[src/rtl/ireg_pkg.sv]
package ireg_pkg;
  localparam int IDX_W = 3;

  localparam logic [1:0] DIR_PTR = 2'd0;
  localparam logic [1:0] DIR_WIN = 2'd1;

  localparam logic [IDX_W-1:0] IDX_SCL_LO = 3'd2;
  localparam logic [IDX_W-1:0] IDX_SCL_HI = 3'd3;
  localparam logic [IDX_W-1:0] IDX_TMO    = 3'd4;
  localparam logic [IDX_W-1:0] IDX_KEY    = 3'd5;
  localparam logic [IDX_W-1:0] IDX_MODE   = 3'd6;

  localparam logic [7:0] KEY_FIRST  = 8'hA5;
  localparam logic [7:0] KEY_SECOND = 8'h5A;

  typedef enum logic {
    UNL_IDLE,
    UNL_ARMED
  } unl_state_t;
endpackage

[src/rtl/ireg_cfg_bank.sv]
module ireg_cfg_bank #(
  parameter int DW    = 8,
  parameter int N_CFG = 4,
  parameter logic [N_CFG*ireg_pkg::IDX_W-1:0] SLOT_IDX = '0,
  parameter logic [N_CFG*DW-1:0]              SLOT_DEF = '0
) (
  input  logic                      clk,
  input  logic                      clr,
  input  logic                      win_wr,
  input  logic [ireg_pkg::IDX_W-1:0] ptr,
  input  logic [DW-1:0]             wdata,
  output logic [N_CFG*DW-1:0]       cfg_q
);
  localparam int IW = ireg_pkg::IDX_W;

  for (genvar g = 0; g < N_CFG; g++) begin : g_slot
    localparam logic [IW-1:0] MY_IDX = SLOT_IDX[g*IW +: IW];
    localparam logic [DW-1:0] MY_DEF = SLOT_DEF[g*DW +: DW];
    logic hit;
    assign hit = win_wr && (ptr == MY_IDX);
    always_ff @(posedge clk) begin
      if (clr)      cfg_q[g*DW +: DW] <= MY_DEF;
      else if (hit) cfg_q[g*DW +: DW] <= wdata;
    end
  end
endmodule

[src/rtl/ireg_unlock.sv]
module ireg_unlock #(
  parameter int DW = 8
) (
  input  logic          clk,
  input  logic          rst,
  input  logic          any_acc,
  input  logic          key_wr,
  input  logic [DW-1:0] wdata,
  output logic          fire,
  output logic          pulse_q
);
  import ireg_pkg::*;

  unl_state_t st_q, st_d;
  logic is_first, is_second;

  assign is_first  = (wdata == DW'(KEY_FIRST));
  assign is_second = (wdata == DW'(KEY_SECOND));
  assign fire      = (st_q == UNL_ARMED) && key_wr && is_second;

  always_comb begin
    st_d = st_q;
    if (fire)                     st_d = UNL_IDLE;
    else if (key_wr && is_first)  st_d = UNL_ARMED;
    else if (any_acc)             st_d = UNL_IDLE;
  end

  always_ff @(posedge clk) begin
    if (rst) begin
      st_q    <= UNL_IDLE;
      pulse_q <= 1'b0;
    end else begin
      st_q    <= st_d;
      pulse_q <= fire;
    end
  end
endmodule

[src/rtl/ireg_rdmux.sv]
module ireg_rdmux #(
  parameter int DW    = 8,
  parameter int N_CFG = 4,
  parameter logic [N_CFG*ireg_pkg::IDX_W-1:0] SLOT_IDX = '0
) (
  input  logic                      clk,
  input  logic                      rst,
  input  logic                      rd_en,
  input  logic [1:0]                addr,
  input  logic [ireg_pkg::IDX_W-1:0] ptr,
  input  logic [N_CFG*DW-1:0]       cfg_q,
  output logic [DW-1:0]             rdata
);
  import ireg_pkg::*;

  logic [DW-1:0] win_val, sel_val;

  always_comb begin
    win_val = '0;
    for (int i = 0; i < N_CFG; i++) begin
      if (ptr == SLOT_IDX[i*IDX_W +: IDX_W]) win_val = cfg_q[i*DW +: DW];
    end
  end

  always_comb begin
    case (addr)
      DIR_PTR: sel_val = DW'(ptr);
      DIR_WIN: sel_val = win_val;
      default: sel_val = '0;
    endcase
  end

  always_ff @(posedge clk) begin
    if (rst)        rdata <= '0;
    else if (rd_en) rdata <= sel_val;
  end
endmodule

[src/rtl/ireg_host_regs.sv]
module ireg_host_regs #(
  parameter int            DW         = 8,
  parameter logic [DW-1:0] DEF_SCL_LO = 8'h9D,
  parameter logic [DW-1:0] DEF_SCL_HI = 8'h86,
  parameter logic [DW-1:0] DEF_TMO    = 8'hFF,
  parameter logic [DW-1:0] DEF_MODE   = 8'h00
) (
  input  logic          clk,
  input  logic          rst,
  input  logic          rd_en,
  input  logic          wr_en,
  input  logic [1:0]    addr,
  input  logic [DW-1:0] wdata,
  output logic [DW-1:0] rdata,
  output logic          soft_rst,
  output logic [DW-1:0] scl_lo,
  output logic [DW-1:0] scl_hi,
  output logic [DW-1:0] timeout,
  output logic [DW-1:0] mode
);
  import ireg_pkg::*;

  localparam int N_CFG = 4;
  localparam logic [N_CFG*IDX_W-1:0] SLOT_IDX =
    {IDX_MODE, IDX_TMO, IDX_SCL_HI, IDX_SCL_LO};
  localparam logic [N_CFG*DW-1:0] SLOT_DEF =
    {DEF_MODE, DEF_TMO, DEF_SCL_HI, DEF_SCL_LO};

  logic [IDX_W-1:0]    ptr_q;
  logic                win_wr, ptr_wr, key_wr, any_acc, fire, clr;
  logic [N_CFG*DW-1:0] cfg_q;

  assign ptr_wr  = wr_en && (addr == DIR_PTR);
  assign win_wr  = wr_en && (addr == DIR_WIN);
  assign key_wr  = win_wr && (ptr_q == IDX_KEY);
  assign any_acc = wr_en || rd_en;
  assign clr     = rst || fire;

  always_ff @(posedge clk) begin
    if (clr)         ptr_q <= '0;
    else if (ptr_wr) ptr_q <= wdata[IDX_W-1:0];
  end

  ireg_unlock #(.DW(DW)) u_unlock (
    .clk     (clk),
    .rst     (rst),
    .any_acc (any_acc),
    .key_wr  (key_wr),
    .wdata   (wdata),
    .fire    (fire),
    .pulse_q (soft_rst)
  );

  ireg_cfg_bank #(
    .DW(DW), .N_CFG(N_CFG), .SLOT_IDX(SLOT_IDX), .SLOT_DEF(SLOT_DEF)
  ) u_bank (
    .clk    (clk),
    .clr    (clr),
    .win_wr (win_wr),
    .ptr    (ptr_q),
    .wdata  (wdata),
    .cfg_q  (cfg_q)
  );

  ireg_rdmux #(
    .DW(DW), .N_CFG(N_CFG), .SLOT_IDX(SLOT_IDX)
  ) u_rd (
    .clk   (clk),
    .rst   (rst),
    .rd_en (rd_en),
    .addr  (addr),
    .ptr   (ptr_q),
    .cfg_q (cfg_q),
    .rdata (rdata)
  );

  assign scl_lo  = cfg_q[0*DW +: DW];
  assign scl_hi  = cfg_q[1*DW +: DW];
  assign timeout = cfg_q[2*DW +: DW];
  assign mode    = cfg_q[3*DW +: DW];
endmodule

[config.mk]
export PLATFORM = sky130hd
export DESIGN_NAME = ireg_host_regs
export DESIGN_NICKNAME = d
export VERILOG_FILES = /design/src/rtl/ireg_pkg.sv /design/src/rtl/ireg_cfg_bank.sv /design/src/rtl/ireg_unlock.sv /design/src/rtl/ireg_rdmux.sv /design/src/rtl/ireg_host_regs.sv
export SDC_FILE = /design/constraint.sdc
export NUM_CORES = 1
export LEC_CHECK = 0
export ABC_AREA = 1
export BUFFER_PORTS_ARGS = -buffer_cell sky130_fd_sc_hd__buf_2
export CORE_ASPECT_RATIO = 2
export CORE_MARGIN = 2
export CORE_UTILIZATION = 51
export CTS_CLUSTER_SIZE = 12
export DETAILED_ROUTE_END_ITERATION = 8
export PLACE_DENSITY = 0.78
export SLEW_MARGIN = 20
export SYNTH_ARGS = -nofsm -noshare
export SYNTH_HDL_FRONTEND = slang
export SYNTH_SLANG_ARGS = --single-unit
export TNS_END_PERCENT = 100
[constraint.sdc]
create_clock -name clk -period 1.54 [get_ports clk]
set_clock_uncertainty 0.05 [all_clocks]
set_input_delay 0.385 -clock clk [delete_from_list [all_inputs] [get_ports clk]]
set_output_delay 0.385 -clock clk [all_outputs]
set_load 0.02 [all_outputs]
==> results of run 1 <==
==> synthesized netlist by cell type <==
cell type / number / area [sq um]
or2_1: 3 / 18.8
nand2_2: 2 / 12.5
nand4_4: 1 / 21.3
buf_4: 4 / 30.0
nand3_2: 1 / 10.0
nand3_1: 19 / 95.1
clkinv_1: 1 / 3.75
o22ai_1: 2 / 12.5
a21oi_1: 42 / 210
nand3b_4: 1 / 20.0
inv_2: 5 / 18.8
clkbuf_1: 2 / 7.51
or2_2: 3 / 18.8
o21ai_0: 25 / 125
or2_0: 2 / 12.5
inv_1: 34 / 128
nor3_1: 4 / 20.0
buf_6: 4 / 45.0
o21ai_1: 2 / 10.0
nor2_1: 27 / 101
dfxtp_1: 45 / 901
nand4_2: 1 / 12.5
nand2_1: 48 / 180
nand2_4: 1 / 11.3
nor2_4: 4 / 45.0
nand4_1: 8 / 50.1
nand3_4: 1 / 17.5
==> layer usage <==
layer / part of all wire [%] / vias to the layer above / global-route usage, % / wire (um)
met4: 6.8 / 0 / 20.1 / 427
met1: 34 / 1021 / 28.9 / 2180
met5: 0 / - / 0 / 0
met2: 53 / 100 / 50.8 / 3330
met3: 6.0 / 33 / 6.11 / 379
li1: - / 1116 / - / -
==> flip-flops by register name (all words and copies together), names as in the netlist <==
signal            flops
ptr_q                 3
u_unlock.pulse_q      1
u_bank.cfg_q         32
u_rd.rdata            8
u_unlock.st_q         1
==> power by group <==
| group | internal (mW) | leakage (nW) | total [mW] | switching (mW) |
|---|---|---|---|---|
| logic | 0.0822 | 0.885 | 0.216 | 0.134 |
| clock network | 0.486 | 0.0543 | 0.913 | 0.427 |
| registers | 1.17 | 0.365 | 1.18 | 0.00918 |
==> worst max-delay path by stage <==
stage | to | slack [ns] | cells after the start
3_5_place_dp | u_bank.cfg_q[28] | -0.11 | 9
2_1_floorplan | u_bank.cfg_q[30] | 0.15 | 9
3_3_place_gp | u_bank.cfg_q[31] | -0.08 | 9
6_report | u_rd.rdata[4] | 0.09 | 5
5_1_grt | u_rd.rdata[0] | -0.007 | 7
4_1_cts | u_rd.rdata[4] | 0.01 | 5
==> through the flow <==
step                area, sq um  utilization (%)  total power [mW]  setup TNS, ns
floorplan                  2140                -              1.31              0
global placement           2640             65.3              1.42          -2.03
detailed placement         2640             65.3              1.42          -2.18
CTS                        2760             68.2              2.33              0
global route               2790             68.9              2.39       -0.00669
finish                     2790             68.9              2.31              0
==> final cells by class <==
class | instances | area, sq um | share of cell area (%)
multi-input cells | 197 | 1000 | 36.1
flip-flops and latches | 45 | 905 | 32.5
repair buffers | 87 | 543 | 19.5
inverters | 40 | 154 | 5.52
clock buffers | 5 | 68.8 | 2.47
well taps | 52 | 65.1 | 2.33
clock inverters | 3 | 46.3 | 1.66
==> critical path: cells and delay by family (launching register included) <==
family | cells | cell delay (ns)
AO/OA/AOI/OAI | 3 | 0.57
flip-flops | 1 | 0.44
buffers and inverters | 1 | 0.18
AND/OR/NAND/NOR | 1 | 0.14
==> cells by family (layout without fill, tap and decap cells) <==
logic type / count (synthesis) / count (layout) / share of synthesized area [%]
and+or+nand+nor: 126 / 126 / 30.3
AOI/OAI and AO/OA: 71 / 71 / 16.7
buffers and inverters: 50 / 135 / 10.9
DFF: 45 / 45 / 42.1
==> what timing repair did <==
item,in CTS,in global routing
buffers inserted,0,1
hold buffers,0,0
setup endpoints to repair,1,31
pin swaps,0,1
resized for setup,1,4
==> reports/qor.yml, run 1 <==
detailed_routing:
  first_pass_iters: 4
  ant_nets: 0
  vias: 2270
  wl_per_cell_um: 14.7
  post_drt_via_cell_ratio: 5.29
  detail_route.iter0.violations: 106
  drc: 0
  drt-total-wl_um: 6310
placement:
  dp_hpwl_um: 5000
  gp_congestion: 1.05
  place_inst: 420
  io_buffers: 54
  place_ws_ns: -0.106
clock_network:
  h-tree-depth: 2
  clock_path_buffers: 2
  clkLatencyLatePin_ns: 0.31
  root_buffer: "clkbuf_8"
  cts.sinks: 45
  tritoncts: "built"
  cts_buffers: 5
  clkTransAtPathRegs_ns: 0.09
floorplan:
  dieArea_sq_um: 4760
  initial_core_util_pct: 52.8
  row_count: 33
  die_width_um: 49.8
  die_height_um: 95.6
  core_sq_um: 4050
  io_pins: 55
final_layout:
  instances_no_fill: 429
  fin_nets: 390
  final_common_cell: "buf_2"
  fill_cells: 385
  syn2layout_area_growth_pct: 30.3
  antennaDiodeCount: 0
  final_cell_mix: "54 x buf_2, 48 x nand2_1, 42 x a21oi_1, 42 x dfxtp_1, 34 x inv_1"
  layout-drive-gt1-share_pct: 31.6
timing:
  fin_ws_ns: 0.0942
  setup-violations-final: 0
  min_period_ns: 1.45
  fin_crit_sh_pct: 93.9
  max_freq_mhz: 692
  fin_hold_ws_ns: 0.317
  report.final.slew_viol_count: 0
  worstMarginPinSlew_ns: 0.540
  max_slew_margin_pct: 63.8
  hold_violations: 0
global_routing:
  grt_pass1_wl_um: 9980
  grt_start_max_net_pins: 16
  grt_pass1_vias: 2082
  antenna_found_initial: 0
  grt_overflow_total: 0
  grt_usage_pct: 28.6
setup_path:
  critPathSlowestCell: "dfxtp_2"
  r2r_setup_slack_ns: 0.09
  r2r_cells: 5
  timing.rr.end: "u_rd.rdata[4]"
  cp-startpoint: "ptr_q[1]"
  worst-path-max-fanout: 7
  cp-start-kind: "flop"
  path_class: "flop to flop"
  cp-end-kind: "flop"
  cpPeakStageDelay_ns: 0.44
  required_ns: 1.74
  r2r-start: "ptr_q[1]"
  critical_path_arrival_ns: 1.65
  cp_cell_sequence: "buf_4 > nand3_1 > o22ai_1 > o21ai_0 > a21oi_1"
logic_synthesis:
  synthesis.nets: 306
  synth-seq-cells: 45
  synth_cells: 292
  ys_warn_count: 0
  synth_area_sq_um: 2140
  ys_seq_area_share_pct: 42.1
  synth.distinct_cells: 27
  synth.avg_cell_area_sq_um: 7.32
job:
  max_cap_viol_count: 0
power:
  p_per_area_nw_per_um2: 829
  leakagePower_nw: 1.30
  peakVddDrop_mv: 0.812
hold_path:
  min_path_cells: 3
  hold_path.startpoint: "wdata[3]"
  min_path_type: "input pin to flop"
  hold_path_end: "u_bank.cfg_q[3]"
outcome:
  outcome: "completed"
(Power assumes the default switching activity.)
==> run 2, diff against run 1 <==
--- a/config.mk
+++ b/config.mk
@@ -16,5 +16,6 @@
 export SLEW_MARGIN = 20
 export SYNTH_ARGS = -nofsm -noshare
 export SYNTH_HDL_FRONTEND = slang
+export SYNTH_HIERARCHICAL = 1
 export SYNTH_SLANG_ARGS = --single-unit
 export TNS_END_PERCENT = 100
==> run 2 against run 1 <==
The run now ends with setup timing left. Routed wire length grew 7.8%. Final area grew 2.9%. Die area grew 5.3%. Largest cell class unchanged.
==> reports/qor.yml, run 2 <==
placement:
  dp_hpwl_um: 5250  # +5.0%
  gp_congestion: 0.883  # -16%
  place_inst: 459  # +9.3%
  io_buffers: 54  # unchanged
  placedInstanceArea_sq_um: 2710  # +2.6%
outcome:
  violations: "setup timing"
  outcome: "finished, violations left"
final_layout:
  final_common_cell: "nand2_1"
  fin_nets: 429  # +10%
  multiInputGateArea_sq_um: 1200  # +19%
  instances_no_fill: 468  # +9.1%
  top_regs: "u_bank/cfg_q (32), u_rd/rdata (8), ptr_q (3)"
  fin_area_sq_um: 2870  # +2.9%
  antennaDiodeCount: 0  # unchanged
  largest_reg_flops: 32  # unchanged
  fin_util_pct: 66.7  # -2.1 points
  fill_cells: 432  # +12%
  layout-drive-gt1-share_pct: 28.5  # -3.1 points
  ff_latch_area_sq_um: 907  # +0.28%
  syn2layout_area_growth_pct: 26.9
  final_cell_mix: "68 x nand2_1, 67 x nor2_1, 54 x buf_2, 47 x nand3_1, 42 x dfxtp_1"
  largest-register: "u_bank/cfg_q"
clock_network:
  h-tree-depth: 2  # unchanged
  clkLatencyLatePin_ns: 0.30  # about the same
  tritoncts: "built"
  root_buffer: "clkbuf_8"
  cts_buffers: 5  # unchanged
  clock_path_buffers: 2  # unchanged
  clkTransAtPathRegs_ns: 0.08  # about the same
  cts.sinks: 45  # unchanged
setup_path:
  cp-endpoint: "u_bank/cfg_q[22]"
  path_class: "flop to flop"
  cpPeakStageDelay_ns: 0.32  # -0.12 ns
  timing.rr.end: "u_bank/cfg_q[22]"
  cp-startpoint: "ptr_q[1]"
  cp-start-kind: "flop"
  timing.critical_path.buf_inv: 3  # +2
  worst-path-max-fanout: 8  # +1
  required_ns: 1.73  # about the same
  cp_top_family: "simple AND/OR/NAND/NOR gates"
  critical_path_cell_count: 10  # +5
  critPathSlowestCell: "dfxtp_2"
  r2r_cells: 10  # +5
  cp-end-kind: "flop"
  r2r-start: "ptr_q[1]"
  r2r_setup_slack_ns: -0.12  # -0.22 ns
  cp_cell_sequence: "nand3b_1 > nor3_2 > nand2_1 > nand3b_1 > nor3_2 > nor2_1 > inv_2 > buf_12 > inv_6 > nand3_1"
  critical_path_arrival_ns: 1.85  # +0.20 ns
logic_synthesis:
  synth_cells: 338  # +16%
  synthTopCellsByArea: "dfxtp_1 40%, nand2_1 12%, nand3_1 12%"
  yosys.area.top_type: "dfxtp_1"
  netlist.area_leader.share_pct: 39.9  # -2.3 points
  synth.most_common_cell: "nand2_1"
  synth_area_sq_um: 2260  # +5.7%
  synth-seq-cells: 45  # unchanged
  synthesis.nets: 352  # +15%
  async_flop_share_pct: 0  # unchanged
  synth-edff-count: 0  # unchanged
  ys_seq_area_share_pct: 39.9  # -2.3 points
  synth.avg_cell_area_sq_um: 6.69  # -8.7%
  synthTopCellsByCount: "71 x nand2_1, 67 x nor2_1, 52 x nand3_1"
  synth.distinct_cells: 25  # -7.4%
  synth_ff_type: "dfxtp_1"
  ys_warn_count: 6  # +6
power:
  power_frac_clock_pct: 30.9  # -8.6 points
  p_switching_mw: 0.597  # +4.7%
  power_frac_comb_pct: 14.8  # +5.4 points
  leakagePower_nw: 1.38  # +5.6%
  peakVddDrop_mv: 0.646  # -20%
  swShare_pct: 27.3  # +2.6 points
  internal_power_mw: 1.59  # -8.7%
  p_seq_share_pct: 54.3  # +3.2 points
  p_per_area_nw_per_um2: 763  # -8.0%
global_routing:
  grt_usage_pct: 28.9  # +0.35 points
  grt_start_max_net_pins: 32  # +16
  grt_pass1_wl_um: 10900  # +9.1%
  grt_pass1_vias: 2427  # +17%
  antenna_found_initial: 0  # unchanged
  grt_overflow_total: 0  # unchanged
timing:
  hold_violations: 0  # unchanged
  worstMarginPinSlew_ns: 0.305  # -0.234 ns
  report.final.slew_viol_count: 0  # unchanged
  max_freq_mhz: 602  # -13%
  max_slew_margin_pct: 79.6  # +16 points
  rsz0062_at_grt: "yes"
  fin_crit_sh_pct: 108  # +14 points
  fin_ws_ns: -0.121  # -0.215 ns
  setup-violations-final: 35  # +35
  fin_hold_ws_ns: 0.394  # +0.0775 ns
  min_period_ns: 1.66  # +0.215 ns
floorplan:
  io_pins: 55  # unchanged
  core_sq_um: 4300  # +6.2%
  row_count: 34  # +3.0%
  die_width_um: 51.1  # +2.6%
  die_height_um: 98.1  # +2.7%
  initial_core_util_pct: 52.6  # -0.25 points
  dieArea_sq_um: 5010  # +5.3%
detailed_routing:
  drc: 0  # unchanged
  first_pass_iters: 4  # unchanged
  vias: 2520  # +11%
  detail_route.iter0.violations: 89  # -16%
  ant_nets: 0  # unchanged
  post_drt_via_cell_ratio: 5.38  # +1.8%
  drt-total-wl_um: 6810  # +7.8%
  wl_per_cell_um: 14.5  # -1.2%
job:
  max_cap_viol_count: 0  # unchanged
hold_path:
  min_path_type: "input pin to flop"
## run 2: cell count changes after synthesis, sizes merged, moves of 6 or more
cell,delta
or2,-7
nor2,+44
a21oi,-28
inv,-6
nand4,+6
nand3,+32
o21ai,-16
nand2,+23
## run 2: repair_timing
item / 4_1_cts / 5_1_grt
gates cloned: 2 / 0
setup buffers: 2 / 0
hold buffers: 0 / 0
resized for setup: 6 / 10
pin swaps: 5 / 1
endpoints found under the setup margin: 35 / 36
## run 2: layout make-up
cell class                 instances  area share (%)
timing repair buffer              79            16.4
inverter                          33            4.58
clock inverter                     1           0.175
timing repair inverter             2           0.611
multi-input combinational        249            41.8
clock buffer                       5            2.40
sequential                        45            31.6
tap                               54            2.36
## run 2: cell families (layout without fill, tap and decap cells)
kind of cell,after synthesis,count (layout),share of synthesized area (%)
simple gates,224,224,45.8
flops,45,45,39.9
buf+inv,44,120,8.75
compound gates,25,25,5.54
## run 2: power groups by stage
stage | clock (mW) | combinational, mW | sequential [mW]
after CTS | 0.688 | 0.315 | 1.19
after floorplan | 0 | 0.160 | 1.23
after global placement | 0 | 0.295 | 1.21
final | 0.675 | 0.323 | 1.19
after global routing | 0.724 | 0.354 | 1.19
after detailed placement | 0 | 0.301 | 1.22
## run 2: worst min-delay path by stage
| stage | end | cells past startpoint | start |
|---|---|---|---|
| 2_1_floorplan | u_rd/rdata[3] | 1 | rst |
| 3_3_place_gp | u_rd/rdata[4] | 2 | u_rd/rdata[4] |
| 3_5_place_dp | u_rd/rdata[4] | 2 | u_rd/rdata[4] |
| 4_1_cts | u_bank/cfg_q[4] | 4 | wdata[4] |
| 5_1_grt | u_bank/cfg_q[4] | 4 | wdata[4] |
| 6_report | u_rd/rdata[3] | 3 | rst |
## run 2: worst min-delay path, delay by kind of cell
kind,cells,cell delay (ns)
buf+inv,2,0.27
compound gates,1,0.05
## run 2: per-layer routing
metal / routed length (um) / track usage, %
met1: 2350 / 27.7
met2: 3650 / 52.1
met3: 320 / 4.59
met4: 484 / 21.6
met5: 0 / 0
## run 2: metrics by stage
stage / worst slack, ns / total power, mW / TNS [ns]
6_report: -0.121 / 2.19 / -3.28
5_1_grt: -0.224 / 2.27 / -6.94
4_1_cts: -0.112 / 2.19 / -3.14
3_5_place_dp: -0.378 / 1.52 / -10.99
3_3_place_gp: -0.315 / 1.51 / -9.29
2_1_floorplan: -0.105 / 1.39 / -2.57
==> run 3, diff against run 2 <==
--- a/config.mk
+++ b/config.mk
@@ -7,8 +7,8 @@
 export LEC_CHECK = 0
 export ABC_AREA = 1
 export BUFFER_PORTS_ARGS = -buffer_cell sky130_fd_sc_hd__buf_2
-export CORE_ASPECT_RATIO = 2
-export CORE_MARGIN = 2
+export CORE_ASPECT_RATIO = 1.1
+export CORE_MARGIN = 3
 export CORE_UTILIZATION = 51
 export CTS_CLUSTER_SIZE = 12
 export DETAILED_ROUTE_END_ITERATION = 8
==> constraint.sdc (replaced) <==
create_clock -name clk -period 1.54 [get_ports clk]
set_clock_uncertainty 0.05 [all_clocks]
set_input_delay 0.077 -clock clk [delete_from_list [all_inputs] [get_ports clk]]
set_output_delay 0.077 -clock clk [all_outputs]
set_load 0.02 [all_outputs]
==> run 3 against run 2 <==
Largest cell class unchanged. Clock power is 4.6% higher. Power is 0.84% higher. Sequential power hardly changed. The flow still finishes with violations (setup timing). Flip-flop and latch count stayed put. Fmax is 2.8% higher.
==> reports/qor.yml, run 3 (synthesis results as in run 2) <==
clock_network:
  cts.sinks: 45  # unchanged
  tritoncts: "built"
  h-tree-depth: 2  # unchanged
  clkTransAtPathRegs_ns: 0.08  # about the same
  hold_buffers: 0  # unchanged
  cts_buffers: 5  # unchanged
  clock_path_buffers: 2  # unchanged
  clkLatencyLatePin_ns: 0.30  # about the same
  root_buffer: "clkbuf_8"
timing:
  min_period_ns: 1.62  # -0.0446 ns
  worstMarginPinSlew_ns: 0.316  # +0.0106 ns
  report.final.slew_viol_count: 0  # unchanged
  rsz0062_at_grt: "yes"
  fin_ws_ns: -0.0764  # +0.0446 ns
  setup-violations-final: 33  # -5.7%
  max_freq_mhz: 619  # +2.8%
  max_slew_margin_pct: 78.9  # -0.79 points
  fin_crit_sh_pct: 105  # -2.9 points
  hold_violations: 0  # unchanged
detailed_routing:
  wl_per_cell_um: 14.8  # +2.0%
  drt-total-wl_um: 6790  # -0.22%
  post_drt_via_cell_ratio: 5.46  # +1.3%
  first_pass_iters: 5  # +1
  vias: 2499  # -0.83%
  ant_nets: 0  # unchanged
  detail_route.iter0.violations: 283  # +220%
  drc: 0  # unchanged
setup_path:
  cp_top_family: "simple AND/OR/NAND/NOR gates"
  timing.critical_path.buf_inv: 3  # unchanged
  path_class: "flop to flop"
  r2r-start: "ptr_q[1]"
  r2r_setup_slack_ns: -0.08  # +0.04 ns
  cp_cell_sequence: "nand3b_1 > nor3_2 > nand2_1 > nand3b_1 > nor3_2 > nor2_2 > inv_2 > buf_12 > inv_8 > nand3_2"
  cp-start-kind: "flop"
  timing.rr.end: "u_bank/cfg_q[3]"
  cpPeakStageDelay_ns: 0.32  # about the same
  worst-path-max-fanout: 8  # unchanged
  critical_path_arrival_ns: 1.80  # -0.05 ns
  critPathSlowestCell: "dfxtp_2"
  r2r_cells: 10  # unchanged
  cp-end-kind: "flop"
  required_ns: 1.73  # about the same
global_routing:
  grt_pass1_wl_um: 10500  # -3.6%
  grt_start_max_net_pins: 32  # unchanged
  grt_usage_pct: 25.6  # -3.3 points
  antenna_found_initial: 0  # unchanged
  grt_pass1_vias: 2167  # -11%
  grt_overflow_total: 0  # unchanged
power:
  leakagePower_nw: 1.33  # -3.6%
  power_mw: 2.20  # +0.84%
  p_per_area_nw_per_um2: 783  # +2.7%
  peakVddDrop_mv: 0.414  # -36%
placement:
  place_ws_ns: -0.181  # +0.197 ns
  dp_hpwl_um: 4840  # -7.7%
  placedInstanceArea_sq_um: 2620  # -3.4%
  io_buffers: 54  # unchanged
  gp_congestion: 0.854  # -3.3%
final_layout:
  layout-drive-gt1-share_pct: 26.8  # -1.7 points
  syn2layout_area_growth_pct: 24.6
  fin_nets: 419  # -2.3%
  final_cell_mix: "71 x nand2_1, 66 x nor2_1, 54 x buf_2, 43 x nand3_1, 42 x dfxtp_1"
  final_common_cell: "nand2_1"
  largest_reg_flops: 32  # unchanged
  fill_cells: 369  # -15%
  largest-register: "u_bank/cfg_q"
  top_regs: "u_bank/cfg_q (32), u_rd/rdata (8), ptr_q (3)"
  antennaDiodeCount: 0  # unchanged
  fin_area_sq_um: 2820  # -1.8%
hold_path:
  min_path_type: "input pin to flop"
  hold_path.startpoint: "wdata[6]"
  hold_path_end: "u_bank/cfg_q[22]"
  min_path_cells: 3  # unchanged
floorplan:
  die_height_um: 75.8  # -23%
  die_width_um: 69.5  # +36%
  core_sq_um: 4110  # -4.3%
  initial_core_util_pct: 54.9  # +2.3 points
  dieArea_sq_um: 5270  # +5.1%
  io_pins: 55  # unchanged
  row_count: 24  # -29%
job:
  max_cap_viol_count: 0  # unchanged
outcome:
  violations: "setup timing"
  outcome: "finished, violations left"
-- run 3: cell types whose count changed in the layout (fill, tap and decap cells not counted), sizes merged --
cell,change
buf,-10
clkinv,-1
clkbuf,+3
-- run 3: tightest hold or removal path, delay by kind of cell --
family	cells	cell delay (ns)
and+or+nand+nor	2	0.15
buffers and inverters	1	0.12
-- run 3: power breakdown --
group / internal [mW] / switching, mW
sequential: 1.18 / 0.00942
combinational: 0.0970 / 0.214
clock: 0.323 / 0.383
total: 1.60 / 0.606
-- run 3: worst max path at each step --
stage / from / slack [ns] / depth (start not counted) / endpoint
4_1_cts: ptr_q[1] / -0.07 / 10 / u_bank/cfg_q[16]
3_5_place_dp: ptr_q[1] / -0.18 / 10 / u_bank/cfg_q[25]
2_1_floorplan: ptr_q[1] / -0.03 / 11 / u_bank/cfg_q[11]
3_3_place_gp: ptr_q[1] / -0.12 / 10 / u_bank/cfg_q[28]
6_report: ptr_q[1] / -0.08 / 10 / u_bank/cfg_q[3]
5_1_grt: ptr_q[1] / -0.18 / 10 / u_bank/cfg_q[15]
-- run 3: per-stage QoR --
step	util (%)	hold slack, ns	setup TNS (ns)	std cells
global route	68.4	0.0551	-5.59	458
finish	68.4	0.0278	-1.92	458
detailed placement	63.7	0.341	-4.40	445
global placement	63.7	0.333	-2.30	445
CTS	66.8	0.0366	-1.71	457
floorplan	-	0.0961	-0.421	338
-- run 3: layer usage --
metal	vias up	global-route usage, %	part of all wire [%]
met5	-	0	0
li1	1228	-	-
met2	117	48.0	49
met1	1137	30.5	41
met4	0	6.72	2.3
met3	17	4.75	7.9
-- run 3: repair_timing --
action                     4_1_cts  5_1_grt
gates resized for setup          6       15
setup endpoints to repair       32       38
gates cloned                     2        0
pin swaps                        0        1
setup buffers                    2        1
-- run 3: cell type report --
cell class	instances	area (sq um)	area share, %
Tap cell	52	65.1	2.31
Clock buffer	8	80.1	2.84
Timing Repair inverter	2	20.0	0.711
Timing Repair Buffer	69	395	14.0
Sequential cell	45	907	32.2
Multi-Input combinational cell	249	1210	43.1
Inverter	33	134	4.76
